File: src/rtl/bw_pkg.sv
package bw_pkg;
  localparam int ADDR_W   = 16;
  localparam int DATA_W   = 8;
  localparam int BANK_W   = 4;
  localparam int ROM_SOCK = 4;

  typedef struct packed {
    logic                xram_cs;
    logic                xram_oe;
    logic                xram_wr;
    logic                winrom_cs;
    logic [ROM_SOCK-1:0] mbrom;
    logic [ROM_SOCK-1:0] exprom;
    logic                serial_cs;
    logic                preg_cs;
    logic                bridge_en;
  } sel_t;

  typedef enum logic [1:0] {
    SRC_RAM_OPEN = 2'b00,
    SRC_RAM_WP   = 2'b10,
    SRC_ROM      = 2'b01,
    SRC_ROM_WP   = 2'b11
  } win_mode_e;
endpackage

File: src/rtl/bw_rst_sync.sv
module bw_rst_sync #(
  parameter int STAGES = 2
) (
  input  logic clk,
  input  logic rst_n,
  output logic rst_sync_n
);
  localparam int LAST = STAGES - 1;
  logic [LAST:0] chain_q;

  always_ff @(negedge clk or negedge rst_n) begin
    if (!rst_n) chain_q <= '0;
    else        chain_q <= {chain_q[LAST-1:0], 1'b1};
  end

  assign rst_sync_n = chain_q[LAST];
endmodule

File: src/rtl/bw_ctrl_regs.sv
module bw_ctrl_regs
  import bw_pkg::*;
#(
  parameter int BANK_BITS = BANK_W,
  parameter int DBITS     = DATA_W
) (
  input  logic                 clk,
  input  logic                 rst_n,
  input  logic                 bank_wr,
  input  logic                 ctrl_wr,
  input  logic [DBITS-1:0]     wdata,
  output logic [BANK_BITS-1:0] bank_q,
  output win_mode_e            mode_q
);
  logic [BANK_BITS-1:0] bank_d;
  win_mode_e            mode_d;
  logic                 unused_bits;

  always_comb begin
    bank_d = bank_q;
    mode_d = mode_q;
    if (bank_wr) bank_d = wdata[BANK_BITS-1:0];
    if (ctrl_wr) mode_d = win_mode_e'({wdata[1], wdata[0]});
  end

  always_ff @(negedge clk or negedge rst_n) begin
    if (!rst_n) begin
      bank_q <= '0;
      mode_q <= SRC_RAM_OPEN;
    end else begin
      if (bank_wr) bank_q <= bank_d;
      if (ctrl_wr) mode_q <= mode_d;
    end
  end

  assign unused_bits = ^wdata[DBITS-1:BANK_BITS];

  // a bank write is visible from the next falling edge on
  p_bank_load_r2: assert property (@(negedge clk) disable iff (!rst_n)
    bank_wr |=> (bank_q == $past(wdata[BANK_BITS-1:0])));

  // without a strobe the registers hold
  p_hold_r11: assert property (@(negedge clk) disable iff (!rst_n)
    (!bank_wr && !ctrl_wr) |=> ($stable(bank_q) && $stable(mode_q)));
endmodule

File: src/rtl/bw_addr_decode.sv
module bw_addr_decode
  import bw_pkg::*;
#(
  parameter int       NSOCK     = ROM_SOCK,
  parameter logic [3:0] WIN_PAGE  = 4'h9,
  parameter logic [3:0] ROM_PAGE0 = 4'hA,
  parameter logic [7:0] IO_PAGE   = 8'hEF,
  parameter logic [7:0] BANK_OFS  = 8'hFC,
  parameter logic [7:0] CTRL_OFS  = 8'hFE,
  parameter logic [7:0] PREG_OFS  = 8'hF0,
  parameter logic [7:0] SER_OFS   = 8'hF8,
  parameter logic [3:0] BRG_NIB   = 4'hE
) (
  input  logic              clk,
  input  logic              rst_n,
  input  logic [ADDR_W-1:0] addr,
  input  logic              we,
  input  logic              rom_dis_n,
  input  win_mode_e         mode,
  output sel_t              sel,
  output logic              bank_wr,
  output logic              ctrl_wr
);
  logic [3:0] page;
  logic [7:0] lo;
  logic       win_hit;
  logic       io_hit;
  logic       rom_src;
  logic       wprot;
  logic [NSOCK-1:0] sock_hit;

  assign page    = addr[15:12];
  assign lo      = addr[7:0];
  assign win_hit = (page == WIN_PAGE);
  assign io_hit  = (addr[15:8] == IO_PAGE);
  assign rom_src = mode[0];
  assign wprot   = mode[1];

  for (genvar g = 0; g < NSOCK; g++) begin : g_sock
    localparam logic [3:0] SOCK_PAGE = ROM_PAGE0 + 4'(g);
    assign sock_hit[g] = (page == SOCK_PAGE);
  end

  always_comb begin
    sel           = '0;
    sel.xram_cs   = win_hit && !rom_src;
    sel.xram_oe   = win_hit && !rom_src && !we;
    sel.xram_wr   = win_hit && !rom_src && we && !wprot;
    sel.winrom_cs = win_hit && rom_src;
    sel.mbrom     = rom_dis_n ? sock_hit : '0;
    sel.exprom    = rom_dis_n ? '0 : sock_hit;
    sel.preg_cs   = io_hit && (lo[7:2] == PREG_OFS[7:2]);
    sel.serial_cs = io_hit && (lo[7:2] == SER_OFS[7:2]);
    sel.bridge_en = io_hit && (lo[7:4] == BRG_NIB) && !lo[0];
  end

  assign bank_wr = we && io_hit && (lo == BANK_OFS);
  assign ctrl_wr = we && io_hit && (lo == CTRL_OFS);

  // no two selects at once
  p_one_select_r10: assert property (@(negedge clk) disable iff (!rst_n)
    $onehot0({sel.xram_cs, sel.winrom_cs, sel.mbrom, sel.exprom,
              sel.serial_cs, sel.preg_cs, sel.bridge_en}));

  // protected window never produces a RAM write
  p_wp_block_r4: assert property (@(negedge clk) disable iff (!rst_n)
    (mode == SRC_RAM_WP) |-> !sel.xram_wr);

  // strap low silences motherboard ROMs
  p_rom_swap_r6: assert property (@(negedge clk) disable iff (!rst_n)
    !rom_dis_n |-> (sel.mbrom == '0));

  // bridge only at even addresses of its row
  p_bridge_even_r9: assert property (@(negedge clk) disable iff (!rst_n)
    sel.bridge_en |-> (!addr[0] && addr[15:4] == {IO_PAGE, BRG_NIB}));

  // read and write strobes exclusive
  p_oe_we_r5: assert property (@(negedge clk) disable iff (!rst_n)
    !(sel.xram_oe && sel.xram_wr));
endmodule

File: src/rtl/bankwin_decoder.sv
module bankwin_decoder
  import bw_pkg::*;
#(
  parameter int NSOCK = ROM_SOCK
) (
  input  logic              clk,
  input  logic              rst_n,
  input  logic [15:0]       cpu_addr,
  input  logic              cpu_we,
  input  logic [7:0]        cpu_wdata,
  input  logic              rom_dis_n,
  output logic [3:0]        xram_addr_hi,
  output logic              xram_cs,
  output logic              xram_oe,
  output logic              xram_we,
  output logic              winrom_cs,
  output logic [NSOCK-1:0]  mbrom_cs,
  output logic [NSOCK-1:0]  exprom_cs,
  output logic              serial_cs,
  output logic [1:0]        serial_rs,
  output logic              preg_cs,
  output logic              bridge_en
);
  logic      rst_sync_n;
  logic      bank_wr;
  logic      ctrl_wr;
  logic [BANK_W-1:0] bank_q;
  win_mode_e mode_q;
  sel_t      sel;

  bw_rst_sync #(.STAGES(2)) u_rst (
    .clk        (clk),
    .rst_n      (rst_n),
    .rst_sync_n (rst_sync_n)
  );

  bw_addr_decode #(.NSOCK(NSOCK)) u_dec (
    .clk       (clk),
    .rst_n     (rst_sync_n),
    .addr      (cpu_addr),
    .we        (cpu_we),
    .rom_dis_n (rom_dis_n),
    .mode      (mode_q),
    .sel       (sel),
    .bank_wr   (bank_wr),
    .ctrl_wr   (ctrl_wr)
  );

  bw_ctrl_regs #(.BANK_BITS(BANK_W), .DBITS(DATA_W)) u_regs (
    .clk     (clk),
    .rst_n   (rst_sync_n),
    .bank_wr (bank_wr),
    .ctrl_wr (ctrl_wr),
    .wdata   (cpu_wdata),
    .bank_q  (bank_q),
    .mode_q  (mode_q)
  );

  assign xram_addr_hi = bank_q;
  assign xram_cs      = sel.xram_cs;
  assign xram_oe      = sel.xram_oe;
  assign xram_we      = sel.xram_wr & clk;
  assign winrom_cs    = sel.winrom_cs;
  assign mbrom_cs     = sel.mbrom;
  assign exprom_cs    = sel.exprom;
  assign serial_cs    = sel.serial_cs;
  assign serial_rs    = cpu_addr[1:0];
  assign preg_cs      = sel.preg_cs;
  assign bridge_en    = sel.bridge_en;

  // ROM source keeps the RAM deselected
  p_rom_mode_r3: assert property (@(negedge clk) disable iff (!rst_sync_n)
    mode_q[0] |-> (!xram_cs && !xram_oe));

  // reset values of the registers
  p_reset_state_r1: assert property (@(negedge clk)
    !rst_sync_n |-> (bank_q == '0 && mode_q == SRC_RAM_OPEN));
endmodule

File: config.mk
export PLATFORM = sky130hd
export DESIGN_NAME = bankwin_decoder
export DESIGN_NICKNAME = d
export VERILOG_FILES = /design/src/rtl/bw_pkg.sv /design/src/rtl/bw_rst_sync.sv /design/src/rtl/bw_ctrl_regs.sv /design/src/rtl/bw_addr_decode.sv /design/src/rtl/bankwin_decoder.sv
export SDC_FILE = /design/constraint.sdc
export NUM_CORES = 1
export LEC_CHECK = 0
export ABC_AREA = 1
export BUFFER_PORTS_ARGS = -buffer_cell sky130_fd_sc_hd__buf_2
export CAP_MARGIN = 40
export CORE_ASPECT_RATIO = 0.8
export CORE_MARGIN = 3
export CORE_UTILIZATION = 35
export CTS_BUF_LIST = sky130_fd_sc_hd__clkbuf_8
export DETAILED_ROUTE_END_ITERATION = 10
export GPL_TIMING_DRIVEN = 0
export MAX_ROUTING_LAYER = met4
export PLACE_DENSITY_LB_ADDON = 0.3
export SLEW_MARGIN = 20
export SYNTH_ARGS = -nofsm -noshare
export SYNTH_HDL_FRONTEND = slang
export SYNTH_SLANG_ARGS = --single-unit
File: constraint.sdc
create_clock -name clk -period 0.8 [get_ports clk]
set_clock_uncertainty 0.1 [all_clocks]
set_input_delay 0 -clock clk [delete_from_list [all_inputs] [get_ports clk]]
set_output_delay 0 -clock clk [all_outputs]
set_load 0.01 [all_outputs]
==> summary.txt <==
Slowest-stage cell, CP: dfrtn_1
RSZ-0062 raised after global routing: true
area grow syn2layout: 97.28%
Syn Inst Count: 85
final net count: 176
Hold-fix buffers, CTS: 1
Row Count: 12
peak supply drop: 1.141 mV
most frequent cells in the layout: buf_2, nand2_1, inv_1
die area: 0.002244 mm²
Post-DRT Antenna Nets: 0
complex-gate fraction of the synthesized area: 0.07531
vias per cell: 4.778
Synth Area in XOR/XNOR: 0
vias in the first global route: 782
multiplexer share of the synthesized area: 0
adder-cell share of the synthesized area: 0
pwr/cell area: 1338 mW/mm²
Post-Route WL: 2.193 mm
Mapped Area: 598.1 µm²
Post-route DRC: 0
Placer Congestion: 0.9139
Final Core Density: 0.7938
Lkg Pwr: 0.6108 nW
largest family of logic cells by synthesized area: simple AND/OR/NAND/NOR gates
port buffer count: 44
Max stage delay on crit path: 0.41 ns
final slew viol count: 0
layout cells sized above 1: 0.6370
CTS tree: yes
antenna violations before repair: 0
top cells by area, synth: dfrtn_1, nand2_1, inv_1
largest net degree at the start of global routing: 9
Chip Width: 52.22 µm
Worst Slack Setup Final: -0.9360 ns
CP required: 0.70 ns
syn nets: 113
post-DR wirelength/cell: 13.13 µm
first-pass GRT wire length: 3.215 mm
top cell type's share of synthesized area: 0.3347
Final Cell Area: 0.001180 mm²
max cap viols: 0
Clock transition at path regs: 0.03 ns
gr usage total: 0.2083
cell taking the most area after synthesis: dfrtn_1
violated checks: negative hold slack, negative setup slack
crit path DAT: 1.64 ns
Ports: 49
CP endpoint kind: primary output
Unique masters post-synth: 18
Startpoint Class: register
Finished Layout Cells: 167
die height: 42.98 µm
clk_lat worst skew: 0.36 ns
Core Footprint: 0.001486 mm²
Yosys reg bits: 8
status: finished with violations
placed cells: 150
hold crit path type: reg2async
hold slack final: -0.06079 ns
final hold vios: 6
crit path kind: reg2out
total gr overflow: 0
drt first pass iters: 4
most common cell after layout, fill and taps aside: buf_2
starting density of the core: 0.4024
initial DRC count: 19
CP Max Fanout: 3
sequential area share after synthesis: 0.3347
# diodes: 0
final setup fails: 20
crit path cell chain: inv_2 -> nor4_2 -> buf_2
Post-Synth Simple-Gate Area: 0.4644
syn avg cell area: 7.036 µm²
Vias: 798
Synth Warn #: 0
placed inst area: 870.8 µm²
hpwl dp: 1.391 mm
-- cells by family (layout without fill, tap and decap cells) --
logic type             Yosys count  after routing
AND/OR/NAND/NOR                 53             53
buffers and inverters           17             78
flip-flops                       8              8
AO/OA/AOI/OAI                    6              6
other                            1              1
-- state kept, by name (all words and copies together) (netlist names) --
register	cells
u_regs.bank_q	4
u_regs.mode_q	2
u_rst.chain_q	2
-- metal layers --
metal  track usage  vias to the layer above  share of wire
met5             -                        -              0
met4        0.1071                        0          0.016
met3        0.1158                        4          0.089
met2        0.3509                       43           0.54
met1        0.1853                      362           0.36
li1              -                      389              -
-- report_power, final --
group | internal, mW | total [mW] | switching, mW | leakage (nW)
registers | 0.414 | 0.421 | 0.00657 | 0.0758
clock network | 0.646 | 0.898 | 0.252 | 0.0493
logic | 0.122 | 0.259 | 0.136 | 0.486
-- timing repair --
action,4_1_cts,5_1_grt
resized for setup,23,17
pin swaps,12,13
hold endpoints to repair,8,6
buffers inserted,8,4
endpoints found under the setup margin,23,25
-- final cells by class --
type / instances / area [µm²]
Buffer: 2 / 15.01
Clock buffer: 7 / 87.58
Fill cell: 83 / 306.5
Inverter: 15 / 68.82
Multi-Input combinational cell: 60 / 432.9
Sequential cell: 8 / 200.2
Tap cell: 21 / 26.28
Timing Repair Buffer: 54 / 349.1
-- stage by stage --
step                      total power [mW]  worst slack [ns]  TNS, ns
after global routing                 1.649            -1.019   -8.476
final                                1.578           -0.9360   -7.592
after CTS                            1.537           -0.8882   -7.016
after detailed placement            0.6093           -0.6688   -7.264
after floorplan                     0.5037           -0.4211   -4.315
after global placement              0.6024           -0.6330   -6.955
-- Yosys cell counts --
cell      count
nand2_2       2
inv_2         1
o21bai_1      6
inv_1        14
nor2_4        3
dfrtn_1       8
nor3_1        1
conb_1        1
nand3_1       2
nor3b_1       1
nand4_1       2
nand2_4       1
nor2_2        1
nand3_4       1
nor2_1       10
nand2_1      23
nor4_1        6
buf_4         2
-- worst paths after layout --
check | startpoint | to | slack [ns] | depth (start not counted)
setup reg to reg | u_regs.mode_q[1]$_DFFE_NN0P_ | u_regs.mode_q[1]$_DFFE_NN0P_ | -0.18 | 5
hold / removal | u_rst.chain_q[1]$_DFF_NN0_ | u_regs.mode_q[0]$_DFFE_NN0P_ | -0.06 | 0
max in group asynchronous | rst_n | u_rst.chain_q[0]$_DFF_NN0_ | 0.34 | 2
setup / recovery | u_regs.mode_q[0]$_DFFE_NN0P_ | winrom_cs | -0.94 | 3
min in group clk | cpu_wdata[2] | u_regs.bank_q[2]$_DFFE_NN0P_ | 0.02 | 3
hold reg to reg | u_rst.chain_q[1]$_DFF_NN0_ | u_regs.mode_q[0]$_DFFE_NN0P_ | -0.06 | 0
-- critical path: cells and delay by family, from the launching register on --
kind | cells | cell delay [ns]
flip-flops | 1 | 0.41
buffers and inverters | 2 | 0.25
AND/OR/NAND/NOR | 1 | 0.21
Power figures use the tool's default switching activity.
